<file path="src/rtl/supv_pkg.sv">
package supv_pkg;
    typedef enum logic {
        RST_HOLD = 1'b0,
        RST_RUN  = 1'b1
    } rst_state_t;

    typedef enum logic [1:0] {
        WD_LONG  = 2'd0,
        WD_SHORT = 2'd1,
        WD_FAULT = 2'd2
    } wd_state_t;
endpackage

</file>
<file path="src/rtl/supv_edge_sync.sv">
module supv_edge_sync (
    input  logic clk,
    input  logic por_n,
    input  logic async_in,
    output logic toggled
);
    logic meta_q;
    logic sync_q;
    logic prev_q;

    always_ff @(posedge clk or negedge por_n) begin
        if (!por_n) begin
            meta_q <= 1'b0;
            sync_q <= 1'b0;
            prev_q <= 1'b0;
        end else begin
            meta_q <= async_in;
            sync_q <= meta_q;
            prev_q <= sync_q;
        end
    end

    assign toggled = sync_q ^ prev_q;
endmodule

</file>
<file path="src/rtl/supv_reset_seq.sv">
module supv_reset_seq
    import supv_pkg::*;
#(
    parameter int RST_TICKS = 200
) (
    input  logic clk,
    input  logic por_n,
    input  logic tick,
    input  logic power_good,
    output logic run
);
    localparam int CW = $clog2(RST_TICKS + 1);
    localparam logic [CW-1:0] LAST = CW'(RST_TICKS - 1);

    rst_state_t state_q, state_d;
    logic [CW-1:0] cnt_q, cnt_d;

    always_comb begin
        state_d = state_q;
        cnt_d   = cnt_q;
        unique case (state_q)
            RST_HOLD: begin
                if (!power_good) begin
                    cnt_d = '0;
                end else if (tick) begin
                    if (cnt_q == LAST) begin
                        state_d = RST_RUN;      // HOLD_TO_RUN
                        cnt_d   = '0;
                    end else begin
                        cnt_d = cnt_q + 1'b1;
                    end
                end
            end
            RST_RUN: begin
                if (!power_good) begin
                    state_d = RST_HOLD;         // RUN_TO_HOLD
                    cnt_d   = '0;
                end
            end
            default: state_d = RST_HOLD;
        endcase
    end

    always_ff @(posedge clk or negedge por_n) begin
        if (!por_n) begin
            state_q <= RST_HOLD;
            cnt_q   <= '0;
        end else begin
            state_q <= state_d;
            cnt_q   <= cnt_d;
        end
    end

    always_comb run = (state_q == RST_RUN);

    AST_RST_DROP_ON_BAD_POWER: assert property (@(posedge clk) disable iff (!por_n)
        !power_good |=> state_q == RST_HOLD);
    AST_RST_CNT_BOUND: assert property (@(posedge clk) disable iff (!por_n)
        cnt_q < CW'(RST_TICKS));
    AST_RST_RELEASE_ON_TICK: assert property (@(posedge clk) disable iff (!por_n)
        $rose(run) |-> $past(tick) && $past(power_good));
endmodule

</file>
<file path="src/rtl/supv_watchdog.sv">
module supv_watchdog
    import supv_pkg::*;
#(
    parameter int WD_SHORT_TICKS = 100,
    parameter int WD_LONG_TICKS  = 1600
) (
    input  logic clk,
    input  logic por_n,
    input  logic tick,
    input  logic enable,
    input  logic kick,
    output logic fault_n
);
    localparam int MAXT = (WD_LONG_TICKS > WD_SHORT_TICKS) ? WD_LONG_TICKS : WD_SHORT_TICKS;
    localparam int CW   = $clog2(MAXT + 1);
    localparam logic [CW-1:0] LONG_LAST  = CW'(WD_LONG_TICKS - 1);
    localparam logic [CW-1:0] SHORT_LAST = CW'(WD_SHORT_TICKS - 1);

    wd_state_t state_q, state_d;
    logic [CW-1:0] cnt_q, cnt_d;
    logic [CW-1:0] limit;

    always_comb limit = (state_q == WD_LONG) ? LONG_LAST : SHORT_LAST;

    always_comb begin
        state_d = state_q;
        cnt_d   = cnt_q;
        if (!enable) begin
            state_d = WD_LONG;                  // ARM_LONG
            cnt_d   = '0;
        end else if (kick) begin
            state_d = WD_SHORT;                 // KICK
            cnt_d   = '0;
        end else begin
            unique case (state_q)
                WD_LONG, WD_SHORT: begin
                    if (tick) begin
                        if (cnt_q == limit) begin
                            state_d = WD_FAULT; // EXPIRE
                            cnt_d   = '0;
                        end else begin
                            cnt_d = cnt_q + 1'b1;
                        end
                    end
                end
                WD_FAULT: cnt_d = '0;
                default:  state_d = WD_LONG;
            endcase
        end
    end

    always_ff @(posedge clk or negedge por_n) begin
        if (!por_n) begin
            state_q <= WD_LONG;
            cnt_q   <= '0;
        end else begin
            state_q <= state_d;
            cnt_q   <= cnt_d;
        end
    end

    always_comb fault_n = (state_q != WD_FAULT);

    AST_WD_HELD_WHEN_DISABLED: assert property (@(posedge clk) disable iff (!por_n)
        !enable |=> fault_n && state_q == WD_LONG);
    AST_WD_KICK_RESTARTS: assert property (@(posedge clk) disable iff (!por_n)
        (enable && kick) |=> state_q == WD_SHORT && cnt_q == '0);
    AST_WD_FAULT_NEEDS_TICK: assert property (@(posedge clk) disable iff (!por_n)
        $fell(fault_n) |-> $past(tick) && $past(enable));
    AST_WD_FAULT_STICKY: assert property (@(posedge clk) disable iff (!por_n)
        (!fault_n && enable && !kick) |=> !fault_n);
endmodule

</file>
<file path="src/rtl/cpu_supervisor.sv">
module cpu_supervisor #(
    parameter int RST_TICKS      = 200,
    parameter int WD_SHORT_TICKS = 100,
    parameter int WD_LONG_TICKS  = 1600
) (
    input  logic clk,
    input  logic por_n,
    input  logic tick,
    input  logic vcc_ok,
    input  logic bkup_mode,
    input  logic pf_cmp,
    input  logic vcc_margin_ok,
    input  logic wd_in,
    input  logic ce_in,
    output logic cpu_rst_n,
    output logic wd_fault_n,
    output logic ce_gated,
    output logic batt_on,
    output logic low_line_n,
    output logic pf_out_n
);
    logic power_good;
    logic run;
    logic kick;

    always_comb power_good = vcc_ok && !bkup_mode;

    supv_edge_sync i_sync (
        .clk      (clk),
        .por_n    (por_n),
        .async_in (wd_in),
        .toggled  (kick)
    );

    supv_reset_seq #(.RST_TICKS(RST_TICKS)) i_rst (
        .clk        (clk),
        .por_n      (por_n),
        .tick       (tick),
        .power_good (power_good),
        .run        (run)
    );

    supv_watchdog #(
        .WD_SHORT_TICKS (WD_SHORT_TICKS),
        .WD_LONG_TICKS  (WD_LONG_TICKS)
    ) i_wd (
        .clk     (clk),
        .por_n   (por_n),
        .tick    (tick),
        .enable  (run && !bkup_mode),
        .kick    (kick),
        .fault_n (wd_fault_n)
    );

    always_comb begin
        cpu_rst_n  = run;
        ce_gated   = power_good ? ce_in : 1'b1;
        batt_on    = bkup_mode;
        low_line_n = power_good;
        pf_out_n   = vcc_margin_ok && pf_cmp;
    end

    AST_BKUP_PATTERN: assert property (@(posedge clk) disable iff (!por_n)
        bkup_mode |=> !cpu_rst_n && wd_fault_n);
    AST_CE_BLOCKED: assert property (@(posedge clk) disable iff (!por_n)
        !vcc_ok |-> ce_gated);
    AST_PF_FORCED: assert property (@(posedge clk) disable iff (!por_n)
        !vcc_margin_ok |-> !pf_out_n);
    AST_RUN_NEEDS_POWER: assert property (@(posedge clk) disable iff (!por_n)
        cpu_rst_n |-> $past(power_good));
endmodule

</file>
<file path="config.mk">
export PLATFORM = sky130hd
export DESIGN_NAME = cpu_supervisor
export DESIGN_NICKNAME = d
export VERILOG_FILES = /design/src/rtl/supv_pkg.sv /design/src/rtl/supv_edge_sync.sv /design/src/rtl/supv_reset_seq.sv /design/src/rtl/supv_watchdog.sv /design/src/rtl/cpu_supervisor.sv
export SDC_FILE = /design/constraint.sdc
export NUM_CORES = 1
export LEC_CHECK = 0
export BUFFER_PORTS_ARGS = -buffer_cell sky130_fd_sc_hd__buf_2
export CAP_MARGIN = 5
export CORE_UTILIZATION = 25
export CTS_CLUSTER_SIZE = 12
export DETAILED_ROUTE_END_ITERATION = 10
export GPL_TIMING_DRIVEN = 0
export PLACE_DENSITY_LB_ADDON = 0.05
export SYNTH_ARGS = -nofsm -noshare
export SYNTH_HDL_FRONTEND = slang
export SYNTH_SLANG_ARGS = --single-unit
</file>
<file path="constraint.sdc">
create_clock -name clk -period 1.63 [get_ports clk]
set_input_delay 0.163 -clock clk [delete_from_list [all_inputs] [get_ports clk]]
set_output_delay 0.163 -clock clk [all_outputs]
set_load 0.05 [all_outputs]
</file>
---- After elaboration in Yosys (flattened, before gate mapping) ----
Cells that the tools add are included.
operators by class
  add/subtract/negate cells ............... 2
  $mul .................................... 0
  div/mod/pow operators ................... 0
  order comparisons ....................... 0
  equal/unequal tests ..................... 11
  shift operators ......................... 0
  muxes and demuxes ....................... 22
  bitwise logic cells ..................... 2
  reductions and logical operators ........ 9
operators with widths
  operator                                                          count
  11-bit 2-to-1 mux                                                 5
  8-bit 2-to-1 mux                                                  4
  11-bit one-hot mux with 2 select lines                            1
  8-bit one-hot mux with 2 select lines                             1
  4-bit != test (second input constant)                             3
  11-bit by 1-bit adder with 11-bit output (second input constant)  1
  11-bit == test                                                    1
  8-bit by 1-bit adder with 8-bit output (second input constant)    1
  8-bit == test (second input constant)                             1
  2-bit 2-to-1 mux                                                  4
  3-bit != test (second input constant)                             2
  1-bit 2-to-1 mux                                                  5
  2-bit != test (second input constant)                             2
  2-bit one-hot mux with 2 select lines                             1
  2-bit AND reduction                                               2
  1-bit logical AND                                                 3
  3-bit AND reduction                                               1
  2-bit by 1-bit == test with 1-bit output (second input constant)  1
  2-bit == test (second input constant)                             1
  2-bit logical NOT                                                 1
  1-bit one-hot mux with 2 select lines                             1
  2-bit OR reduction                                                1
  1-bit logical NOT                                                 1
  1-bit inverter                                                    1
  1-bit XOR                                                         1
word-level totals
  flip-flop bits (word level) ............. 25
  latch bits .............................. 0
  RAM bits ................................ 0
  bits in read-only memories .............. 0
  input bits .............................. 9
  memories kept ........................... 0

---- Logic depth before layout (Yosys ltp) ----
  depth after elaboration ................. 8
  gate-level depth with buffers ........... 7
  gate-level depth less buffers ........... 6

---- Hierarchy ----
Synthesis repeated with hierarchy kept, for this count alone.
unflattened totals
  cells, all modules ...................... 140
  area, all modules ....................... 1392.6 sq um
by module, submodules not included
  module          times used  cells an instance  area each (sq um)
  supv_watchdog   1           83                 752.0
  supv_reset_seq  1           48                 516.7
  supv_edge_sync  1           4                  83.8
  cpu_supervisor  1           5                  40.0

---- Worst setup path after synthesis ----
No wires, ideal clock.
  kind .................................... register to register
  from .................................... register i_rst.state_q, in the netlist i_rst.run
  to ...................................... register i_wd.cnt_q[3]
  library setup time ...................... 0.099 ns
  arrival ................................. 1.687 ns
  data required time ...................... 1.531 ns
  path slack .............................. -0.156 ns
  stages on the path, launching flop included .. 5
  buffers on the path ..................... 1
  clock period less this slack ............ 1.786 ns
  cells stage by stage .................... dfrtp_1 or3b_2 nand2b_1 clkbuf_1 a311oi_1
between the ends
  longest elaborated chain between the ends .. 3
  elaborated cells on any way between the ends .. 5
  classes of those cells .................. eq/ne (2); mux (1); reduce/logical (2)
RTL lines
  item                           line                  source
  start, declared                supv_reset_seq.sv:15  rst_state_t state_q, state_d;
  start signal, assigned         supv_reset_seq.sv:49  state_q <= state_d;
  1-bit logical AND *            cpu_supervisor.sv:50  .enable (run && !bkup_mode),
  4-bit != test (no line)        --
  2-bit AND reduction (no line)  --
  end signal, assigned           supv_watchdog.sv:58   cnt_q <= cnt_d;
  end, declared                  supv_watchdog.sv:20   logic [CW-1:0] cnt_q, cnt_d;
Mark *: on every way between the ends. The rest lies on a longest branch, timed or not.
A chain may end at the register's enable or synchronous reset.

---- Final worst setup path ----
  from .................................... register i_wd.cnt_q[4]
  to ...................................... register i_wd.state_q[1]
between the ends
  longest elaborated chain between the ends .. 3
RTL lines
  item                           line                 source
  11-bit == test                 supv_watchdog.sv:38  if (cnt_q == limit) begin
  4-bit != test (no line)        --
  3-bit AND reduction (no line)  --
  end signal, assigned           supv_watchdog.sv:57  state_q <= state_d;
  end, declared                  supv_watchdog.sv:19  wd_state_t state_q, state_d;
No other way between the ends.

==> results.yml <==
cts:
  cts_buffers: 3
  cts_root_buffer: "clkbuf_8"
  cts_buffer_depth: 2
  clk_latency_ps: 270
  cts.sinks: 25
  h-tree-depth: 1
  cts_tree: "built"
  clkTransAtPathRegs_ps: 90
worst_setup_path:
  worst-path-max-fanout: 5
  start_kind: "register"
  crit_arrival_ps: 1980
  critical_path_class: "reg2reg"
  worstPathRequired_ps: 1840
  cp_top_family: "simple AND/OR/NAND/NOR gates"
  cp_slowest_cell: "or4b_4"
  crit_chain: "or4b_4, nor4_4, o21ai_4, buf_6, o21a_1, nor2_1"
  slowest_delay_ps: 560
  cp-end-kind: "register"
  critPathBufInv: 1
yosys:
  syn-num-nets: 152
  synth_seq_cells: 25
  synth_warnings: 0
  synth-async-reset-ratio: 1.00
  syn_area_per_cell_sq_um: 9.37
  synth_compound_area_frac: 0.141
  yosysSeqAreaShare: 0.473
  synth_area_sq_mm: 0.00132
  synth-simple-area-share: 0.290
  syn_inst: 141
  synthXorXnorAreaFrac: 0.0398
  yosysUniqueCellTypes: 38
  synth_edf_count: 0
  synth_top_family_by_area: "simple AND/OR/NAND/NOR gates"
  post_synth_fa_ha_maj_area_fraction: 0.0189
  synth-main-ff-cell: "dfrtp_1"
  synth_mux_area_frac: 0.00758
drt:
  dr.first_iter.drc_count: 74
  ant_nets: 0
  vias: 1194
  first_pass_iters: 4
  remaining_drc_errors: 0
  wl_per_cell_um: 14.2
  via_per_inst: 4.85
  wl_um: 3480
global_route:
  first_global_vias: 1076
  antenna_found_initial: 0
  use_met2: 0.185
  grt_busiest_layer: "met2"
  grt-ovfl-total: 0
  grt_use_met3: 0.0201
  grtUsageMet1: 0.183
  grtUsageTotal: 0.125
  grt_pass1_wl_um: 5220
  grt_max_degree: 26
power_and_ir_drop:
  pwr-share-clk: 0.345
  pwr-share-seq: 0.571
  powerDensity_mw_per_mm2: 625
  power.leakage_nw: 0.725
  finalPower_w: 0.00110
  power.internal_w: 0.000828
  combPwrFrac: 0.084
  p_sw_frac: 0.247
  ir_drop_mv: 0.310
  p_switching_w: 0.000272
floorplan:
  die_w_um: 74.7
  dieArea_sq_mm: 0.00558
  ioPinCount: 15
  core_sq_mm: 0.00511
  rows: 26
  start_util: 0.259
  die_y_um: 74.7
layout:
  syn_to_final_growth_pct: 33.2
  final_nets: 188
  final_common_cell: "dfrtp_1"
  stdcell_area_sq_mm: 0.00176
  final_cell_mix: "dfrtp_1 (23), buf_2 (15), buf_4 (15), nor2_1 (14), nand2_1 (14)"
  antenna_cells: 0
  layout-drive-gt1-share: 0.324
placed_design:
  gp_congestion: 0.739
  portBuffers: 14
  dpl_cell_area_sq_mm: 0.00149
  dpl.hpwl_um: 2150
job:
  max_cap_violations: 0
run_status:
  status: "finished, violations left"
  violations: "negative setup slack"
timing:
  setup_viol: 11
  worstMarginPinSlew_ps: 733
  finalHoldViolCount: 0
  max_freq_mhz: 564
  post-route-period-util: 1.09
  finalCriticalPeriod_ps: 1770
  holdWs_ps: 79.2
  slew_headroom: 0.509
  clock_skew_ps: 6.50
  timing.final.ws_setup_ps: -142
  slew_viol_final: 0
  rsz0062_at_grt: "true"
min_path:
  hold_class: "in2reg"
[state kept, by name, summed over array words and instances, names as in the netlist]
name and count:
i_sync.prev_q 1, i_wd.cnt_q 11, i_rst.run 1, i_rst.cnt_q 8, i_sync.meta_q 1, i_sync.sync_q 1
i_wd.state_q 2
[metrics by stage]
stage               utilization  setup TNS (ps)  cells  setup WS [ps]
floorplan                     -            -187    141          -41.2
global placement          0.292           -2190    225           -247
detailed placement        0.292           -2270    225           -238
CTS                       0.325           -1490    240           -168
global route              0.345           -1950    246           -198
finish                    0.345           -1040    246           -142
[logic make-up after synthesis]
| family | after synthesis |
|---|---|
| simple gates | 72 |
| compound gates | 28 |
| flops | 25 |
| buf+inv | 7 |
| xor+xnor | 6 |
| fa+ha+maj | 2 |
| mux | 1 |
[power groups by stage]
stage / registers (W) / clock network (W) / logic (W)
after floorplan: 0.000640 / 0 / 0.0000465
after global placement: 0.000641 / 0 / 0.0000842
after detailed placement: 0.000641 / 0 / 0.0000848
after CTS: 0.000629 / 0.000398 / 0.0000915
after global routing: 0.000629 / 0.000421 / 0.000101
final: 0.000628 / 0.000380 / 0.0000923
[Yosys cell counts, types with 3 or more instances]
cell type | number | area share
dfrtp_1 | 25 | 0.47
nor2_1 | 16 | 0.045
nand2_1 | 15 | 0.043
nand3_1 | 12 | 0.045
o21ai_0 | 6 | 0.023
a21oi_1 | 5 | 0.019
a31oi_1 | 5 | 0.024
and3_1 | 5 | 0.024
nand2b_1 | 4 | 0.019
nand3b_1 | 4 | 0.023
nor3_1 | 4 | 0.015
xor2_1 | 4 | 0.027
inv_1 | 3 | 0.0085
o31ai_1 | 3 | 0.017
or4b_1 | 3 | 0.023
[worst register-to-register path, delay by kind of cell, from the launching register on]
| kind | cells | cell delay (ps) |
|---|---|---|
| AO/OA/AOI/OAI | 2 | 290 |
| buffers and inverters | 1 | 160 |
| flip-flops | 1 | 410 |
| AND/OR/NAND/NOR | 3 | 850 |
[layer usage]
layer | vias up | wire [um]
met5 | - | 0
met4 | 0 | 36
met3 | 4 | 108
met2 | 26 | 1470
met1 | 584 | 1870
li1 | 580 | -
[worst paths after layout]
kind / from / endpoint / slack, ps / depth (start not counted)
max: i_wd.cnt_q[4] / i_wd.state_q[1] / -140 / 6
max in group asynchronous: por_n / i_rst.run / 750 / 2
max reg2reg: i_wd.cnt_q[4] / i_wd.state_q[1] / -140 / 6
min: bkup_mode / i_wd.state_q[0] / 80 / 2
min in group asynchronous: por_n / i_wd.cnt_q[6] / 440 / 2
min reg2reg: i_sync.meta_q / i_sync.sync_q / 360 / 0
[what timing repair did]
action	in CTS	in global routing
setup buffers	8	6
cloned	1	0
hold endpoints to repair	26	0
hold buffers	2	0
pin swaps	8	13
endpoints found under the setup margin	16	18
resized for setup	13	12
[cell type report]
type,count,area [sq um]
inverters,3,11.3
flip-flops and latches,25,628
multi-input cells,109,744
clock buffers,4,45.0
repair buffers,31,206
well taps,70,87.6
fillers,546,3350
plain buffers,4,37.5
Note: power is estimated with default switching activity, not from simulation.
